==> src/rtl/rtc_pkg.sv <==
package rtc_pkg;

   localparam int NUM_FIELDS = 6;

   typedef struct packed {
      logic [7:0] year;
      logic [7:0] mon;
      logic [7:0] day;
      logic [7:0] hour;
      logic [7:0] min;
      logic [7:0] sec;
   } caltime_t;

   // BCD increment of a two-digit byte (no wrap handling)
   function automatic logic [7:0] bcd_inc(input logic [7:0] v);
      if (v[3:0] == 4'h9) return {v[7:4] + 4'h1, 4'h0};
      else                return {v[7:4], v[3:0] + 4'h1};
   endfunction

   function automatic logic is_leap(input logic [7:0] yr);
      logic [6:0] b;
      b = 7'(yr[7:4]) * 7'd10 + 7'(yr[3:0]);
      return (b[1:0] == 2'b00);
   endfunction

   // last day of month, BCD
   function automatic logic [7:0] month_len(input logic [7:0] mon, input logic [7:0] yr);
      case (mon)
         8'h02:                     return is_leap(yr) ? 8'h29 : 8'h28;
         8'h04, 8'h06, 8'h09, 8'h11: return 8'h30;
         default:                   return 8'h31;
      endcase
   endfunction

endpackage

==> src/rtl/rtc_prescaler.sv <==
module rtc_prescaler #(
   parameter int TICKS_PER_SEC = 32768
) (
   input  logic clk,
   input  logic rst_n,
   input  logic run,
   input  logic tick_en,
   output logic busy,
   output logic sec_pulse
);
   localparam int CNT_W = (TICKS_PER_SEC > 2) ? $clog2(TICKS_PER_SEC) : 1;
   localparam logic [CNT_W-1:0] LAST = CNT_W'(TICKS_PER_SEC - 1);
   localparam bit IS_POW2 = ((TICKS_PER_SEC & (TICKS_PER_SEC - 1)) == 0);

   initial assert (TICKS_PER_SEC >= 2) else $error("TICKS_PER_SEC must be at least 2");

   logic [CNT_W-1:0] cnt;
   logic [CNT_W-1:0] cnt_nxt;

   generate
      if (IS_POW2) begin : g_wrap_free
         assign cnt_nxt = cnt + CNT_W'(1);
      end else begin : g_wrap_cmp
         assign cnt_nxt = (cnt == LAST) ? '0 : cnt + CNT_W'(1);
      end
   endgenerate

   always_ff @(posedge clk) begin
      if (!rst_n)              cnt <= '0;
      else if (run && tick_en) cnt <= cnt_nxt;
   end

   assign busy      = run && (cnt == LAST);
   assign sec_pulse = busy && tick_en;

   AST_PRE_HOLD: assert property (@(posedge clk) disable iff (!rst_n)
      !run |=> $stable(cnt));
   AST_BUSY_ENDS: assert property (@(posedge clk) disable iff (!rst_n)
      sec_pulse |=> !busy);
endmodule

==> src/rtl/rtc_calendar.sv <==
module rtc_calendar
   import rtc_pkg::*;
(
   input  logic       clk,
   input  logic       rst_n,
   input  logic       upd,
   input  logic       wr_en,
   input  logic [2:0] wr_field,
   input  logic [7:0] wr_data,
   output caltime_t   now,
   output logic [7:0] wday,
   output logic       ev_min,
   output logic       ev_hour,
   output logic       ev_day
);
   logic step, sec_end, min_end, hr_end, day_end, mon_end, yr_end;

   assign step    = upd && !wr_en;
   assign sec_end = (now.sec  == 8'h59);
   assign min_end = (now.min  == 8'h59);
   assign hr_end  = (now.hour == 8'h23);
   assign day_end = (now.day  == month_len(now.mon, now.year));
   assign mon_end = (now.mon  == 8'h12);
   assign yr_end  = (now.year == 8'h99);

   assign ev_min  = step && sec_end;
   assign ev_hour = ev_min && min_end;
   assign ev_day  = ev_hour && hr_end;

   always_ff @(posedge clk) begin
      if (!rst_n) begin
         now  <= '{year: 8'h00, mon: 8'h01, day: 8'h01, hour: 8'h00, min: 8'h00, sec: 8'h00};
         wday <= 8'h00;
      end else if (wr_en) begin
         case (wr_field)
            3'd0: now.sec  <= wr_data;
            3'd1: now.min  <= wr_data;
            3'd2: now.hour <= wr_data;
            3'd3: now.day  <= wr_data;
            3'd4: now.mon  <= wr_data;
            3'd5: now.year <= wr_data;
            3'd6: wday     <= wr_data;
            default: ;
         endcase
      end else if (upd) begin
         now.sec <= sec_end ? 8'h00 : bcd_inc(now.sec);
         if (ev_min)  now.min  <= min_end ? 8'h00 : bcd_inc(now.min);
         if (ev_hour) now.hour <= hr_end ? 8'h00 : bcd_inc(now.hour);
         if (ev_day) begin
            now.day <= day_end ? 8'h01 : bcd_inc(now.day);
            wday    <= (wday == 8'h06) ? 8'h00 : wday + 8'h01;
         end
         if (ev_day && day_end)            now.mon  <= mon_end ? 8'h01 : bcd_inc(now.mon);
         if (ev_day && day_end && mon_end) now.year <= yr_end ? 8'h00 : bcd_inc(now.year);
      end
   end

   AST_CAL_IDLE: assert property (@(posedge clk) disable iff (!rst_n)
      (!upd && !wr_en) |=> ($stable(now) && $stable(wday)));
   AST_SEC_WRAP: assert property (@(posedge clk) disable iff (!rst_n)
      (upd && !wr_en && now.sec == 8'h59) |=> (now.sec == 8'h00));
   AST_CENTURY_WRAP: assert property (@(posedge clk) disable iff (!rst_n)
      (upd && !wr_en && now.year == 8'h99 && now.mon == 8'h12 && now.day == 8'h31 &&
       now.hour == 8'h23 && now.min == 8'h59 && now.sec == 8'h59)
      |=> (now.year == 8'h00 && now.mon == 8'h01 && now.day == 8'h01));
   AST_SEC_LOAD: assert property (@(posedge clk) disable iff (!rst_n)
      (wr_en && wr_field == 3'd0) |=> (now.sec == $past(wr_data)));
endmodule

==> src/rtl/rtc_alarm_match.sv <==
module rtc_alarm_match
   import rtc_pkg::*;
(
   input  caltime_t now,
   input  caltime_t target,
   output logic     match
);
   localparam int TW = $bits(caltime_t);

   initial assert (TW == NUM_FIELDS * 8) else $error("field layout does not match NUM_FIELDS");

   logic [TW-1:0]         nv, tv;
   logic [NUM_FIELDS-1:0] eq;

   assign nv = now;
   assign tv = target;

   generate
      for (genvar i = 0; i < NUM_FIELDS; i++) begin : g_field
         assign eq[i] = (nv[8*i +: 8] == tv[8*i +: 8]);
      end
   endgenerate

   assign match = &eq;
endmodule

==> src/rtl/bcd_rtc_top.sv <==
module bcd_rtc_top
   import rtc_pkg::*;
#(
   parameter int TICKS_PER_SEC = 32768,
   parameter int ADDR_W        = 8
) (
   input  logic              clk,
   input  logic              rst_n,
   input  logic              tick_en,
   input  logic [ADDR_W-1:0] bus_addr,
   input  logic              bus_wr,
   input  logic              bus_rd,
   input  logic [7:0]        bus_wdata,
   output logic [7:0]        bus_rdata,
   output logic              irq_timer,
   output logic              irq_alarm
);
   localparam int WIX_W = ADDR_W - 2;
   localparam logic [WIX_W-1:0] W_WDAY  = WIX_W'(6);
   localparam logic [WIX_W-1:0] W_ASEC  = WIX_W'(8);
   localparam logic [WIX_W-1:0] W_AYEAR = WIX_W'(13);
   localparam logic [WIX_W-1:0] W_CTRL  = WIX_W'(16);
   localparam logic [WIX_W-1:0] W_STAT  = WIX_W'(17);
   localparam logic [WIX_W-1:0] W_INTE  = WIX_W'(18);

   initial assert (ADDR_W >= 7) else $error("ADDR_W must reach the interrupt register");

   logic [WIX_W-1:0] wix;
   logic             aligned;
   logic             wr_time, wr_alarm, wr_ctrl, wr_stat, wr_inte, rd_stat;
   logic [2:0]       alarm_field;

   assign wix         = bus_addr[ADDR_W-1:2];
   assign aligned     = (bus_addr[1:0] == 2'b00);
   assign wr_time     = bus_wr && aligned && (wix <= W_WDAY);
   assign wr_alarm    = bus_wr && aligned && (wix >= W_ASEC) && (wix <= W_AYEAR);
   assign wr_ctrl     = bus_wr && aligned && (wix == W_CTRL);
   assign wr_stat     = bus_wr && aligned && (wix == W_STAT);
   assign wr_inte     = bus_wr && aligned && (wix == W_INTE);
   assign rd_stat     = bus_rd && aligned && (wix == W_STAT);
   assign alarm_field = 3'(wix - W_ASEC);

   logic [7:0] ctrl;
   caltime_t   alarm;
   logic       en_alarm, en_timer;
   logic       f_sec, f_min, f_hour, f_day, f_alarm, f_pu;
   logic       upd_d;

   logic       busy, sec_pulse, cal_step, match;
   caltime_t   now;
   logic [7:0] wday;
   logic       ev_min, ev_hour, ev_day;

   rtc_prescaler #(.TICKS_PER_SEC(TICKS_PER_SEC)) u_pre (
      .clk       (clk),
      .rst_n     (rst_n),
      .run       (ctrl[0]),
      .tick_en   (tick_en),
      .busy      (busy),
      .sec_pulse (sec_pulse)
   );

   rtc_calendar u_cal (
      .clk      (clk),
      .rst_n    (rst_n),
      .upd      (sec_pulse),
      .wr_en    (wr_time),
      .wr_field (wix[2:0]),
      .wr_data  (bus_wdata),
      .now      (now),
      .wday     (wday),
      .ev_min   (ev_min),
      .ev_hour  (ev_hour),
      .ev_day   (ev_day)
   );

   rtc_alarm_match u_match (
      .now    (now),
      .target (alarm),
      .match  (match)
   );

   assign cal_step = sec_pulse && !wr_time;

   always_ff @(posedge clk) begin
      if (!rst_n) begin
         ctrl     <= 8'h00;
         alarm    <= '{year: 8'h00, mon: 8'h01, day: 8'h01, hour: 8'h00, min: 8'h00, sec: 8'h00};
         en_alarm <= 1'b0;
         en_timer <= 1'b0;
      end else begin
         if (wr_ctrl) ctrl <= bus_wdata;
         if (wr_inte) begin
            en_alarm <= bus_wdata[3];
            en_timer <= bus_wdata[2];
         end
         if (wr_alarm) begin
            case (alarm_field)
               3'd0: alarm.sec  <= bus_wdata;
               3'd1: alarm.min  <= bus_wdata;
               3'd2: alarm.hour <= bus_wdata;
               3'd3: alarm.day  <= bus_wdata;
               3'd4: alarm.mon  <= bus_wdata;
               3'd5: alarm.year <= bus_wdata;
               default: ;
            endcase
         end
      end
   end

   // event flags: a set in the same cycle beats a clear
   always_ff @(posedge clk) begin
      if (!rst_n) begin
         f_sec   <= 1'b0;
         f_min   <= 1'b0;
         f_hour  <= 1'b0;
         f_day   <= 1'b0;
         f_alarm <= 1'b0;
         f_pu    <= 1'b1;
         upd_d   <= 1'b0;
      end else begin
         upd_d <= cal_step;
         if (cal_step)                                 f_sec <= 1'b1;
         else if (rd_stat || (wr_stat && bus_wdata[2])) f_sec <= 1'b0;
         if (ev_min)                        f_min <= 1'b1;
         else if (wr_stat && bus_wdata[3])  f_min <= 1'b0;
         if (ev_hour)                       f_hour <= 1'b1;
         else if (wr_stat && bus_wdata[4])  f_hour <= 1'b0;
         if (ev_day)                        f_day <= 1'b1;
         else if (wr_stat && bus_wdata[5])  f_day <= 1'b0;
         if (upd_d && match)                f_alarm <= 1'b1;
         else if (wr_stat && bus_wdata[6])  f_alarm <= 1'b0;
         if (wr_stat && bus_wdata[7])       f_pu <= 1'b0;
      end
   end

   logic [7:0] status;
   assign status = {f_pu, f_alarm, f_day, f_hour, f_min, f_sec, ctrl[0], busy};

   always_comb begin
      bus_rdata = 8'h00;
      if (aligned) begin
         case (wix)
            WIX_W'(0):  bus_rdata = now.sec;
            WIX_W'(1):  bus_rdata = now.min;
            WIX_W'(2):  bus_rdata = now.hour;
            WIX_W'(3):  bus_rdata = now.day;
            WIX_W'(4):  bus_rdata = now.mon;
            WIX_W'(5):  bus_rdata = now.year;
            WIX_W'(6):  bus_rdata = wday;
            WIX_W'(8):  bus_rdata = alarm.sec;
            WIX_W'(9):  bus_rdata = alarm.min;
            WIX_W'(10): bus_rdata = alarm.hour;
            WIX_W'(11): bus_rdata = alarm.day;
            WIX_W'(12): bus_rdata = alarm.mon;
            WIX_W'(13): bus_rdata = alarm.year;
            W_CTRL:     bus_rdata = ctrl;
            W_STAT:     bus_rdata = status;
            W_INTE:     bus_rdata = {4'b0000, en_alarm, en_timer, 2'b00};
            default:    bus_rdata = 8'h00;
         endcase
      end
   end

   assign irq_timer = f_sec && en_timer;
   assign irq_alarm = f_alarm && en_alarm;

   AST_ALARM_AFTER_UPD: assert property (@(posedge clk) disable iff (!rst_n)
      $rose(f_alarm) |-> $past(upd_d));
   AST_SECFLAG_SET: assert property (@(posedge clk) disable iff (!rst_n)
      cal_step |=> f_sec);
   AST_PU_NO_RISE: assert property (@(posedge clk) disable iff (!rst_n)
      !$rose(f_pu));
   AST_SKIP_ON_WRITE: assert property (@(posedge clk) disable iff (!rst_n)
      (sec_pulse && wr_time) |=> !upd_d);
endmodule

==> config.mk <==
export PLATFORM = sky130hd
export DESIGN_NAME = bcd_rtc_top
export DESIGN_NICKNAME = d
export VERILOG_FILES = /design/src/rtl/rtc_pkg.sv /design/src/rtl/rtc_prescaler.sv /design/src/rtl/rtc_calendar.sv /design/src/rtl/rtc_alarm_match.sv /design/src/rtl/bcd_rtc_top.sv
export SDC_FILE = /design/constraint.sdc
export NUM_CORES = 1
export LEC_CHECK = 0
export BUFFER_PORTS_ARGS = -buffer_cell sky130_fd_sc_hd__buf_2
export CAP_MARGIN = 20
export CORE_ASPECT_RATIO = 2
export CORE_MARGIN = 4
export CORE_UTILIZATION = 55
export DETAILED_ROUTE_END_ITERATION = 8
export PLACE_DENSITY = 0.82
export SETUP_SLACK_MARGIN = 0.3
export SLEW_MARGIN = 20
export SYNTH_ARGS = -nofsm -noshare
export SYNTH_HDL_FRONTEND = slang
export SYNTH_SLANG_ARGS = --single-unit
==> constraint.sdc <==
create_clock -name clk -period 8 [get_ports clk]
set_clock_uncertainty 0.2 [all_clocks]
set_input_delay 0.8 -clock clk [delete_from_list [all_inputs] [get_ports clk]]
set_output_delay 0.8 -clock clk [all_outputs]
set_load 0.01 [all_outputs]
==> metrics.txt, run 1 <==
# TYPE chip_impl_metric gauge
chip_impl_info{name="outcome",value="finished clean"} 1
chip_impl_metric{name="combinational_cell_fraction_of_total_power",unit=""} 0.037
chip_impl_metric{name="path_clk_slew",unit="ns"} 0.06
chip_impl_metric{name="area_delta_synth_final",unit="%"} 9.96
chip_impl_metric{name="period_needed",unit="ns"} 4.11
chip_impl_metric{name="antenna_found_initial",unit=""} 2
chip_impl_metric{name="synth-edff-count",unit=""} 0
chip_impl_info{name="worst_path_most_repeated_cell",value="sky130_fd_sc_hd__buf_2"} 1
chip_impl_metric{name="max_clock_freq",unit="MHz"} 244
chip_impl_metric{name="dr.pass1.iters",unit=""} 6
chip_impl_info{name="clock_tree_from_tritoncts",value="built"} 1
chip_impl_metric{name="grt_first_pass_wirelength",unit="um"} 46500
chip_impl_metric{name="cts_made_buffers",unit=""} 17
chip_impl_info{name="r2r-end",value="u_cal.now[15]$_SDFFE_PN0P_"} 1
chip_impl_metric{name="finish.net_count",unit=""} 1025
chip_impl_metric{name="drv.max_cap_violation_count",unit=""} 0
chip_impl_metric{name="async_reset_ff_frac",unit=""} 0
chip_impl_metric{name="max-slew-margin-rel",unit=""} 0.247
chip_impl_info{name="timing.critical_path.slowest_stage_cell",value="sky130_fd_sc_hd__nor2_1"} 1
chip_impl_metric{name="cell_internal_power_dissipation",unit="uW"} 1180
chip_impl_info{name="rsz0062_at_grt",value="false"} 1
chip_impl_metric{name="period_share",unit=""} 0.513
chip_impl_info{name="critical_path.reg2reg.startpoint",value="u_pre.cnt[4]$_SDFFE_PN0P_"} 1
chip_impl_metric{name="path_max_fanout",unit=""} 18
chip_impl_info{name="timing.hold.worst_endpoint",value="ctrl[1]$_SDFFE_PN0P_"} 1
chip_impl_metric{name="grt_pass1_vias",unit=""} 7856
chip_impl_info{name="worst-setup-path-type",value="input port to primary output"} 1
chip_impl_metric{name="cts-resized-gates",unit=""} 0
chip_impl_metric{name="drt-vias-per-instance",unit=""} 6.75
chip_impl_metric{name="post_route_cells_drive_above_1_share",unit=""} 0.111
chip_impl_metric{name="fp.dieW",unit="um"} 94.4
chip_impl_metric{name="grt_max_degree",unit=""} 86
chip_impl_metric{name="power.total",unit="uW"} 1550
chip_impl_metric{name="ir_worst_vdd",unit="mV"} 0.188
chip_impl_info{name="cp_cell_sequence",value="buf_2 > or4b_1 > nor2_1 > a222oi_1 > nand3_1 > a211oi_1 > a21oi_1 > buf_2"} 1
chip_impl_metric{name="drc",unit=""} 0
chip_impl_metric{name="globalRoute.totalOverflow",unit=""} 0
chip_impl_metric{name="core.rowCount",unit=""} 63
chip_impl_metric{name="clock_power_share",unit=""} 0.525
chip_impl_metric{name="seq_power_share",unit=""} 0.438
chip_impl_metric{name="htree_num_levels",unit=""} 4
chip_impl_metric{name="crit_required",unit="ns"} 7.00
chip_impl_metric{name="global_placement_routability_congestion",unit=""} 1.08
chip_impl_metric{name="grt.total_usage",unit=""} 0.369
chip_impl_metric{name="clock_insertion_delay_worst_skew",unit="ns"} 0.43
chip_impl_metric{name="clkSinkCount",unit=""} 136
chip_impl_metric{name="synth_fp_nets",unit=""} 1025
chip_impl_metric{name="die_area",unit="sq mm"} 0.0171
chip_impl_metric{name="number_of_antenna_diodes",unit=""} 0
chip_impl_info{name="final_common_cell",value="sky130_fd_sc_hd__dfxtp_1"} 1
chip_impl_metric{name="finish.cell_count_without_fillers",unit=""} 1186
chip_impl_metric{name="depth_of_the_worst_register_to_register_path",unit=""} 7
chip_impl_metric{name="postCtsSetupBuffers",unit=""} 0
chip_impl_info{name="hold_path.startpoint",value="ctrl[1]$_SDFFE_PN0P_"} 1
chip_impl_metric{name="final.setup.tns",unit="ns"} 0
chip_impl_metric{name="route.antenna.remaining_nets",unit=""} 0
chip_impl_metric{name="critPathArrivalTime",unit="ns"} 3.11
chip_impl_metric{name="power_switching",unit="uW"} 369
chip_impl_metric{name="pin_count",unit=""} 31
chip_impl_metric{name="syn-instance-count",unit=""} 979
chip_impl_metric{name="port_buffers",unit=""} 30
chip_impl_metric{name="finalSetupViolCount",unit=""} 0
chip_impl_metric{name="power.switching_fraction",unit=""} 0.238
chip_impl_metric{name="dp_hpwl",unit="um"} 22700
chip_impl_info{name="timing.hold.worst.class",value="register to register"} 1
chip_impl_metric{name="detailedRoute.firstIterationViolations",unit=""} 712
chip_impl_metric{name="sequential_share_of_the_synthesized_area",unit=""} 0.331
chip_impl_info{name="critical_path.startpoint_type",value="input port"} 1
chip_impl_metric{name="synth_top_area_share",unit=""} 0.331
chip_impl_info{name="critical_path.endpoint_type",value="primary output"} 1
chip_impl_metric{name="fp.coreArea",unit="sq mm"} 0.0147
chip_impl_metric{name="cts-hold-fix-buffers",unit=""} 0
chip_impl_metric{name="initial_utilization",unit=""} 0.557
chip_impl_metric{name="vias",unit=""} 8009
chip_impl_info{name="clockRootBuffer",value="sky130_fd_sc_hd__clkbuf_16"} 1
chip_impl_metric{name="synth_area_per_cell",unit="sq um"} 8.39
chip_impl_metric{name="floorplan.die.height",unit="um"} 181
chip_impl_metric{name="hold-path-cell-count",unit=""} 2
chip_impl_metric{name="finalMaxSlewViolations",unit=""} 0
chip_impl_metric{name="synth.ff_latch_count",unit=""} 136
chip_impl_metric{name="post_route_design_area",unit="sq mm"} 0.00903
chip_impl_metric{name="p_leak",unit="uW"} 0.00371
chip_impl_metric{name="final_hold_violation_count",unit=""} 0
chip_impl_metric{name="reg2reg_slack",unit="ns"} 4.87
chip_impl_info{name="final_cell_mix",value="sky130_fd_sc_hd__dfxtp_1 (136), sky130_fd_sc_hd__nor2_1 (113), sky130_fd_sc_hd__nand2_1 (93)"} 1
chip_impl_info{name="post_synth_main_area_contributors",value="sky130_fd_sc_hd__dfxtp_1 (33%), sky130_fd_sc_hd__mux2i_1 (6.9%), sky130_fd_sc_hd__xor2_1 (6.3%)"} 1
chip_impl_metric{name="syn-cell-area",unit="sq mm"} 0.00821
chip_impl_metric{name="ys_types",unit=""} 75
chip_impl_metric{name="worst_pin_slew",unit="ns"} 1.12
chip_impl_metric{name="synthesis.yosys.warnings",unit=""} 0
chip_impl_metric{name="place.detailed.instances",unit=""} 1155
chip_impl_info{name="yosysTopAreaCell",value="sky130_fd_sc_hd__dfxtp_1"} 1
chip_impl_metric{name="clockBufferDepth",unit=""} 2
chip_impl_metric{name="avgRoutedWirePerCell",unit="um"} 25.8
chip_impl_metric{name="p_per_area",unit="mW/mm^2"} 172
chip_impl_metric{name="place_area",unit="sq mm"} 0.00843
chip_impl_info{name="most_used_flip_flop_cell_after_synthesis",value="sky130_fd_sc_hd__dfxtp_1"} 1
chip_impl_metric{name="critPathMaxStageDelay",unit="ns"} 0.66
chip_impl_metric{name="drt-total-wl",unit="um"} 30600
[state kept, by name, summed over array words and instances (netlist names)]
| name | count |
|---|---|
| en_timer | 1 |
| u_pre.cnt | 15 |
| f_sec | 1 |
| upd_d | 1 |
| f_min | 1 |
| f_alarm | 1 |
| ctrl | 8 |
| u_cal.wday | 8 |
| alarm | 48 |
| u_cal.now | 48 |
| f_pu | 1 |
| f_hour | 1 |
| f_day | 1 |
| en_alarm | 1 |
[power groups by stage]
stage | Sequential [uW] | Combinational [uW] | Clock [uW]
after detailed placement | 694 | 55.5 | 0
final | 679 | 57.9 | 814
after global routing | 678 | 60.6 | 847
after CTS | 679 | 55.7 | 822
after floorplan | 693 | 36.1 | 0
after global placement | 694 | 55.4 | 0
[cells by family (layout without fill, tap and decap cells)]
group           count (synthesis)  after routing  synth area share
simple gates                  373            373             0.233
compound gates                234            234             0.194
flops                         136            136             0.331
buf+inv                        80             92            0.0398
mux                            68             68            0.0963
xor+xnor                       63             63            0.0672
fa+ha+maj                      25             25            0.0381
[synthesized netlist by cell type, drive strengths merged, types with 6 or more instances]
library cell and instances:
a211oi 10, a21oi 53, a221oi 13, a22o 13, a22oi 20, a31oi 10
and2 6, and3 15, buf 17, clkbuf 39, dfxtp 136, ha 25
inv 23, mux2i 58, mux4 8, nand2 93, nand2b 14, nand3 43
nand3b 7, nand4 14, nor2 115, nor2b 9, nor3 17, nor3b 6
nor4 18, o211ai 8, o21ai 66, o31ai 15, xor2 59
[per-layer routing]
layer | wire [um] | track usage | vias up | share of wire
met5 | 33 | 0 | - | 0.0011
met1 | 10000 | 0.379 | 3853 | 0.33
met4 | 3470 | 0.341 | 4 | 0.11
li1 | - | - | 3554 | -
met2 | 14900 | 0.601 | 426 | 0.49
met3 | 2180 | 0.0817 | 172 | 0.071
[cell type report]
type,instances,area (sq um)
Sequential cell,136,2720
Multi-Input combinational cell,763,5170
Inverter,24,91.3
Clock buffer,17,425
Tap cell,195,244
Timing Repair Buffer,37,203
Fill cell,1329,5710
Clock inverter,14,176
[worst max-delay path, delay by kind of cell]
family	cells	cell delay, ns
compound gates	3	0.54
buf+inv	2	0.38
simple gates	3	1.39
[stage by stage]
step | worst slack (ns) | util | hold slack [ns]
after floorplan | 4.43 | - | 0.222
after global placement | 3.96 | 0.572 | 0.247
after detailed placement | 3.97 | 0.572 | 0.251
after CTS | 3.96 | 0.613 | 0.260
after global routing | 3.77 | 0.613 | 0.277
final | 3.89 | 0.613 | 0.260
[worst max path at each step]
stage | start | to | slack [ns] | cells after the start
after global placement | bus_addr[4] | bus_rdata[3] | 3.96 | 8
after detailed placement | bus_addr[5] | bus_rdata[6] | 3.97 | 7
after CTS | bus_addr[5] | bus_rdata[6] | 3.96 | 7
after floorplan | bus_addr[5] | bus_rdata[6] | 4.43 | 8
final | bus_addr[4] | bus_rdata[3] | 3.89 | 8
after global routing | bus_addr[2] | bus_rdata[2] | 3.77 | 9
No activity file was read; power rests on OpenSTA's default activity.
==> inputs of run 2 (changes only) <==
- clock period: 8 -> 4 ns (I/O delays scaled with it)
==> run 2 against run 1 <==
  * Clock-buffer cell count rose by 3
  * Cell area rose by 1.3%
  * Clock power rose by 110%
  * Setup slack got worse by 3.1 ns
  * Final cell count rose by 0.93%
  * Routed wire length barely moved
  * Die area did not move
  * Sequential share of layout area fell by 0.40 points
  * Non-clock buffer count rose by 11
  * Critical endpoint unchanged
  * Highest routed layer is now met4
==> metrics.txt, run 2 (synthesis gave the netlist of run 1 again) <==
# TYPE chip_impl_metric gauge
chip_impl_info{name="biggestRegsByFlops",value="alarm x48, u_cal.now x48, u_pre.cnt x15"} 1
chip_impl_info{name="hold_path.startpoint",value="bus_wdata[1]"} 1
chip_impl_metric{name="post_route_design_area",unit="sq mm"} 0.00915
chip_impl_metric{name="depth_of_the_worst_register_to_register_path",unit=""} 8
chip_impl_metric{name="max_clock_freq",unit="MHz"} 310
chip_impl_metric{name="critPathArrivalTime",unit="ns"} 2.63
chip_impl_metric{name="period_share",unit=""} 0.807
chip_impl_metric{name="cts-resized-gates",unit=""} 0
chip_impl_metric{name="finish.cell_count_without_fillers",unit=""} 1197
chip_impl_metric{name="die_area",unit="sq mm"} 0.0171
chip_impl_metric{name="drv.max_cap_violation_count",unit=""} 0
chip_impl_metric{name="port_buffers",unit=""} 30
chip_impl_metric{name="initial_utilization",unit=""} 0.557
chip_impl_metric{name="dp_hpwl",unit="um"} 23200
chip_impl_info{name="final_cell_mix",value="sky130_fd_sc_hd__dfxtp_1 (136), sky130_fd_sc_hd__nor2_1 (113), sky130_fd_sc_hd__nand2_1 (93)"} 1
chip_impl_metric{name="place.detailed.instances",unit=""} 1166
chip_impl_metric{name="vias",unit=""} 8009
chip_impl_metric{name="grt_pass1_vias",unit=""} 7957
chip_impl_metric{name="cts-hold-fix-buffers",unit=""} 0
chip_impl_metric{name="power.total",unit="uW"} 3180
chip_impl_metric{name="antenna_found_initial",unit=""} 0
chip_impl_info{name="worst-setup-path-type",value="input port to primary output"} 1
chip_impl_metric{name="route.antenna.remaining_nets",unit=""} 0
chip_impl_metric{name="detailedRoute.firstIterationViolations",unit=""} 724
chip_impl_metric{name="drt-vias-per-instance",unit=""} 6.69
chip_impl_metric{name="number_of_antenna_diodes",unit=""} 0
chip_impl_metric{name="clock_insertion_delay_worst_skew",unit="ns"} 0.43
chip_impl_metric{name="p_per_area",unit="mW/mm^2"} 347
chip_impl_metric{name="p_leak",unit="uW"} 0.00379
chip_impl_metric{name="drt-total-wl",unit="um"} 30600
chip_impl_metric{name="path_clk_slew",unit="ns"} 0.06
chip_impl_info{name="critical_path.endpoint_type",value="primary output"} 1
chip_impl_metric{name="cts_made_buffers",unit=""} 17
chip_impl_info{name="cp-endpoint",value="bus_rdata[3]"} 1
chip_impl_info{name="critical_path.startpoint_type",value="input port"} 1
chip_impl_metric{name="avgRoutedWirePerCell",unit="um"} 25.6
chip_impl_metric{name="grt_max_degree",unit=""} 56
chip_impl_info{name="critical_path.reg2reg.startpoint",value="u_cal.now[0]$_SDFFE_PN0P_"} 1
chip_impl_metric{name="global_placement_routability_congestion",unit=""} 1.08
chip_impl_metric{name="postCtsSetupBuffers",unit=""} 0
chip_impl_info{name="clockRootBuffer",value="sky130_fd_sc_hd__clkbuf_16"} 1
chip_impl_metric{name="place_area",unit="sq mm"} 0.00853
chip_impl_metric{name="clockBufferDepth",unit=""} 2
chip_impl_metric{name="crit_required",unit="ns"} 3.40
chip_impl_metric{name="final.setup.tns",unit="ns"} 0
chip_impl_info{name="final_common_cell",value="sky130_fd_sc_hd__dfxtp_1"} 1
chip_impl_metric{name="finalMaxSlewViolations",unit=""} 0
chip_impl_metric{name="htree_num_levels",unit=""} 4
chip_impl_metric{name="fp.coreArea",unit="sq mm"} 0.0147
chip_impl_metric{name="area_delta_synth_final",unit="%"} 11.4
chip_impl_metric{name="floorplan.die.height",unit="um"} 181
chip_impl_info{name="timing.hold.worst.class",value="input port to register"} 1
chip_impl_metric{name="max-slew-margin-rel",unit=""} 0.311
chip_impl_info{name="outcome",value="finished clean"} 1
chip_impl_metric{name="pin_count",unit=""} 31
chip_impl_metric{name="globalRoute.totalOverflow",unit=""} 0
chip_impl_metric{name="drc",unit=""} 0
chip_impl_metric{name="clkSinkCount",unit=""} 136
chip_impl_metric{name="finish.net_count",unit=""} 1036
chip_impl_metric{name="reg2reg_slack",unit="ns"} 0.94
chip_impl_metric{name="post_route_cells_drive_above_1_share",unit=""} 0.120
chip_impl_info{name="r2r-end",value="u_cal.wday[3]$_SDFFE_PN0P_"} 1
chip_impl_metric{name="final_hold_violation_count",unit=""} 0
chip_impl_metric{name="worst_pin_slew",unit="ns"} 1.02
chip_impl_info{name="clock_tree_from_tritoncts",value="built"} 1
chip_impl_metric{name="finalSetupViolCount",unit=""} 0
chip_impl_metric{name="fp.dieW",unit="um"} 94.4
chip_impl_info{name="rsz0062_at_grt",value="false"} 1
chip_impl_metric{name="core.rowCount",unit=""} 63
chip_impl_info{name="worstSetupStartpoint",value="bus_addr[3]"} 1
chip_impl_metric{name="path_max_fanout",unit=""} 20
chip_impl_metric{name="grt_first_pass_wirelength",unit="um"} 46600
chip_impl_metric{name="grt.total_usage",unit=""} 0.368
chip_impl_metric{name="ir_worst_vdd",unit="mV"} 0.474
chip_impl_metric{name="dr.pass1.iters",unit=""} 6
chip_impl_metric{name="period_needed",unit="ns"} 3.23
-- run 2: report_power, final --
part	internal, uW	switching, uW	total, uW	leakage, uW
clock network	1070	627	1700	0.000302
logic	28.7	92.4	121	0.00239
registers	1360	1.91	1360	0.00110
-- run 2: metal layers --
metal  vias up  track usage  part of all wire
met5         -            0                 0
met4         0        0.307              0.11
met3       182       0.0696             0.069
met2       456        0.632              0.50
met1      3796        0.372              0.33
li1       3575            -                 -
-- run 2: how the worst min path moves through the flow --
| stage | to | slack (ns) | depth (start not counted) |
|---|---|---|---|
| 6_report | ctrl[1]$_SDFFE_PN0P_ | 0.16 | 3 |
| 4_1_cts | ctrl[1]$_SDFFE_PN0P_ | 0.14 | 3 |
| 3_5_place_dp | f_pu$_SDFFE_PN1P_ | 0.24 | 2 |
| 2_1_floorplan | f_pu$_SDFFE_PN1P_ | 0.22 | 2 |
| 5_1_grt | en_timer$_SDFFE_PN0P_ | 0.17 | 3 |
| 3_3_place_gp | f_pu$_SDFFE_PN1P_ | 0.24 | 2 |
-- run 2: metrics by stage --
stage,setup WS [ns],utilization,hold WS [ns]
2_1_floorplan,1.23,-,0.222
3_3_place_gp,0.810,0.578,0.236
3_5_place_dp,0.844,0.578,0.240
4_1_cts,0.843,0.621,0.144
5_1_grt,0.689,0.621,0.171
6_report,0.770,0.621,0.161
-- run 2: area by class of cell --
| class | count | area (sq um) |
|---|---|---|
| Clock buffer | 20 | 457 |
| Multi-Input combinational cell | 763 | 5170 |
| Fill cell | 1306 | 5590 |
| Inverter | 24 | 91.3 |
| Timing Repair Buffer | 48 | 298 |
| Sequential cell | 136 | 2720 |
| Clock inverter | 11 | 171 |
| Tap cell | 195 | 244 |
-- run 2: worst max-delay path: stages --
cell                       delay, ns
sky130_fd_sc_hd__buf_2          0.38
sky130_fd_sc_hd__inv_1          0.18
sky130_fd_sc_hd__nand2_1        0.23
sky130_fd_sc_hd__nor2_1         0.08
sky130_fd_sc_hd__buf_4          0.18
sky130_fd_sc_hd__a222oi_1       0.42
sky130_fd_sc_hd__nand3_1        0.23
sky130_fd_sc_hd__a211oi_1       0.23
sky130_fd_sc_hd__a21oi_1        0.12
sky130_fd_sc_hd__buf_2          0.17
==> inputs of run 3 (changes only) <==
- PLACE_DENSITY: 0.82 -> 0.85
- clock period: 4 -> 2.9 ns (I/O delays scaled with it)
==> run 3 against run 2 <==
  * Highest routed layer unchanged
  * Sequential power up 37%
  * Critical path type is now register to register
  * Register-to-register slack worse by 0.69 ns
  * Largest cell class unchanged
  * Routed wire length up 7.7%
  * Setup slack worse by 0.52 ns
  * Worst hold slack worse by 0.11 ns
  * Non-clock buffer count up 80
  * Cell area up 10%
  * Combinational power up 61%
==> metrics.txt, run 3 (synthesis gave the netlist of run 1 again) <==
# TYPE chip_impl_metric gauge
chip_impl_metric{name="max_clock_freq",unit="MHz"} 377
chip_impl_metric{name="combinational_cell_fraction_of_total_power",unit=""} 0.044
chip_impl_metric{name="period_needed",unit="ns"} 2.65
chip_impl_metric{name="pin_count",unit=""} 31
chip_impl_metric{name="drc",unit=""} 0
chip_impl_metric{name="die_area",unit="sq mm"} 0.0171
chip_impl_metric{name="drt-total-wl",unit="um"} 33000
chip_impl_metric{name="grt_max_degree",unit=""} 96
chip_impl_metric{name="globalRoute.totalOverflow",unit=""} 0
chip_impl_metric{name="p_per_area",unit="mW/mm^2"} 444
chip_impl_metric{name="critPathMaxStageDelay",unit="ns"} 0.49
chip_impl_metric{name="fp.coreArea",unit="sq mm"} 0.0147
chip_impl_metric{name="max-slew-margin-rel",unit=""} 0.546
chip_impl_info{name="worst-setup-path-type",value="register to register"} 1
chip_impl_metric{name="grt_first_pass_wirelength",unit="um"} 49300
chip_impl_info{name="timing.critical_path.slowest_stage_cell",value="sky130_fd_sc_hd__or4b_4"} 1
chip_impl_metric{name="utilization",unit=""} 0.683
chip_impl_metric{name="worst_pin_slew",unit="ns"} 0.679
chip_impl_metric{name="fp.dieW",unit="um"} 94.4
chip_impl_metric{name="p_leak",unit="uW"} 0.00432
chip_impl_metric{name="number_of_antenna_diodes",unit=""} 0
chip_impl_metric{name="crit_required",unit="ns"} 3.02
chip_impl_metric{name="reg2reg_slack",unit="ns"} 0.25
chip_impl_info{name="timing.hold.worst_endpoint",value="ctrl[1]$_SDFFE_PN0P_"} 1
chip_impl_metric{name="clkSinkCount",unit=""} 136
chip_impl_info{name="clockRootBuffer",value="sky130_fd_sc_hd__clkbuf_16"} 1
chip_impl_metric{name="core.rowCount",unit=""} 63
chip_impl_metric{name="pre_cts_ws",unit="ns"} 0.0415
chip_impl_metric{name="final_hold_violation_count",unit=""} 0
chip_impl_metric{name="path_max_fanout",unit=""} 7
chip_impl_metric{name="final.setup.tns",unit="ns"} 0
chip_impl_metric{name="area_delta_synth_final",unit="%"} 22.6
chip_impl_metric{name="critPathArrivalTime",unit="ns"} 2.77
chip_impl_metric{name="global_placement_routability_congestion",unit=""} 1.10
chip_impl_info{name="critical_path.startpoint_type",value="register"} 1
chip_impl_metric{name="cts_made_buffers",unit=""} 17
chip_impl_metric{name="drt-vias-per-instance",unit=""} 6.71
chip_impl_info{name="biggestRegsByFlops",value="alarm x48, u_cal.now x48, u_pre.cnt x15"} 1
chip_impl_info{name="timing.hold.worst.class",value="input port to register"} 1
chip_impl_metric{name="finalSetupViolCount",unit=""} 0
chip_impl_metric{name="place_area",unit="sq mm"} 0.00899
chip_impl_metric{name="depth_of_the_worst_register_to_register_path",unit=""} 9
chip_impl_metric{name="clock_insertion_delay_worst_skew",unit="ns"} 0.43
chip_impl_metric{name="path_clk_slew",unit="ns"} 0.06
chip_impl_metric{name="antenna_found_initial",unit=""} 0
chip_impl_metric{name="dr.pass1.iters",unit=""} 6
chip_impl_metric{name="grt_pass1_vias",unit=""} 8419
chip_impl_metric{name="fin_ws",unit="ns"} 0.249
chip_impl_info{name="hold_path.startpoint",value="bus_wdata[1]"} 1
chip_impl_metric{name="grt.total_usage",unit=""} 0.392
chip_impl_info{name="critical_path.endpoint_type",value="register"} 1
chip_impl_metric{name="port_buffers",unit=""} 30
chip_impl_metric{name="htree_num_levels",unit=""} 4
chip_impl_metric{name="hold-path-cell-count",unit=""} 3
chip_impl_info{name="clock_tree_from_tritoncts",value="built"} 1
chip_impl_metric{name="floorplan.die.height",unit="um"} 181
chip_impl_metric{name="power_switching",unit="uW"} 1050
chip_impl_metric{name="post_route_design_area",unit="sq mm"} 0.0101
chip_impl_metric{name="fin_hold_ws",unit="ns"} 0.0500
chip_impl_metric{name="finish.net_count",unit=""} 1116
chip_impl_info{name="outcome",value="finished clean"} 1
chip_impl_metric{name="cell_internal_power_dissipation",unit="uW"} 3420
chip_impl_metric{name="period_share",unit=""} 0.914
chip_impl_info{name="worst_path_most_repeated_cell",value="sky130_fd_sc_hd__nor4_4"} 1
chip_impl_metric{name="finalMaxSlewViolations",unit=""} 0
chip_impl_metric{name="initial_utilization",unit=""} 0.557
chip_impl_metric{name="seq_power_share",unit=""} 0.419
chip_impl_metric{name="drv.max_cap_violation_count",unit=""} 0
chip_impl_info{name="r2r-end",value="u_cal.now[46]$_SDFFE_PN0P_"} 1
chip_impl_metric{name="detailedRoute.firstIterationViolations",unit=""} 687
chip_impl_metric{name="clock_power_share",unit=""} 0.537
chip_impl_metric{name="avgRoutedWirePerCell",unit="um"} 25.8
chip_impl_info{name="critical_path.reg2reg.startpoint",value="u_cal.now[20]$_SDFFE_PN0P_"} 1
chip_impl_info{name="final_common_cell",value="sky130_fd_sc_hd__dfxtp_1"} 1
chip_impl_metric{name="ir_worst_vdd",unit="mV"} 0.431
chip_impl_metric{name="dp_hpwl",unit="um"} 24200
chip_impl_info{name="final_cell_mix",value="sky130_fd_sc_hd__dfxtp_1 (128), sky130_fd_sc_hd__nor2_1 (111), sky130_fd_sc_hd__buf_4 (95)"} 1
chip_impl_info{name="rsz0062_at_grt",value="true"} 1
chip_impl_metric{name="route.antenna.remaining_nets",unit=""} 0
chip_impl_metric{name="clockBufferDepth",unit=""} 2
chip_impl_metric{name="power.switching_fraction",unit=""} 0.235
chip_impl_metric{name="cts-hold-fix-buffers",unit=""} 0
chip_impl_metric{name="post_route_cells_drive_above_1_share",unit=""} 0.226
chip_impl_info{name="cp_cell_sequence",value="inv_2 > ha_4 > or4b_4 > nor4_4 > nand4_4 > nor4_4 > a21oi_4 > o21ai_1 > a21oi_2"} 1
chip_impl_metric{name="vias",unit=""} 8573
-- run 3: how the worst max path moves through the flow --
stage | start | end | slack, ns
4_1_cts | alarm[26]$_SDFFE_PN0P_ | bus_rdata[2] | 0.20
3_5_place_dp | u_cal.now[5]$_SDFFE_PN0P_ | u_cal.wday[5]$_SDFFE_PN0P_ | 0.04
2_1_floorplan | u_cal.now[36]$_SDFFE_PN0P_ | u_cal.now[29]$_SDFFE_PN0P_ | 0.33
5_1_grt | u_cal.now[21]$_SDFFE_PN0P_ | u_cal.now[46]$_SDFFE_PN0P_ | 0.18
6_report | u_cal.now[20]$_SDFFE_PN0P_ | u_cal.now[46]$_SDFFE_PN0P_ | 0.25
3_3_place_gp | u_cal.now[5]$_SDFFE_PN0P_ | u_cal.wday[4]$_SDFFE_PN0P_ | 0.06
-- run 3: power by group through the flow --
stage	clock network (uW)	registers [uW]	logic, uW
final	2400	1870	195
after global routing	2490	1870	202
after CTS	2410	1870	178
after detailed placement	0	1910	175
after global placement	0	1910	174
after floorplan	0	1910	99.7
-- run 3: routing by layer --
| layer | GRT usage | vias up | part of all wire |
|---|---|---|---|
| li1 | - | 3743 | - |
| met1 | 0.411 | 4100 | 0.33 |
| met2 | 0.652 | 518 | 0.49 |
| met3 | 0.0817 | 212 | 0.076 |
| met4 | 0.326 | 0 | 0.11 |
| met5 | 0 | - | 0 |
-- run 3: stage by stage --
stage          instances  power (uW)
2_1_floorplan        979        2010
6_report            1278        4470
3_3_place_gp        1226        2090
5_1_grt             1278        4560
4_1_cts             1260        4450
3_5_place_dp        1226        2090
-- run 3: layout make-up --
type	count	area [sq um]
flip-flops and latches	136	2730
clock inverters	13	188
fillers	1202	4670
clock buffers	19	453
multi-input cells	763	5420
inverters	24	91.3
well taps	195	244
repair buffers	128	947
-- run 3: timing repair --
item	in CTS	in global routing
gates cloned	0	0
setup buffers	2	18
endpoints found under the setup margin	35	50
gates resized for setup	13	59
pin swaps	3	25
-- run 3: critical path: cells and delay by family, from the launching register on --
family	cells	cell delay [ns]
and+or+nand+nor	4	1.40
buffers and inverters	1	0.07
adders and majority gates	1	0.12
DFF	1	0.32
AOI/OAI and AO/OA	3	0.43
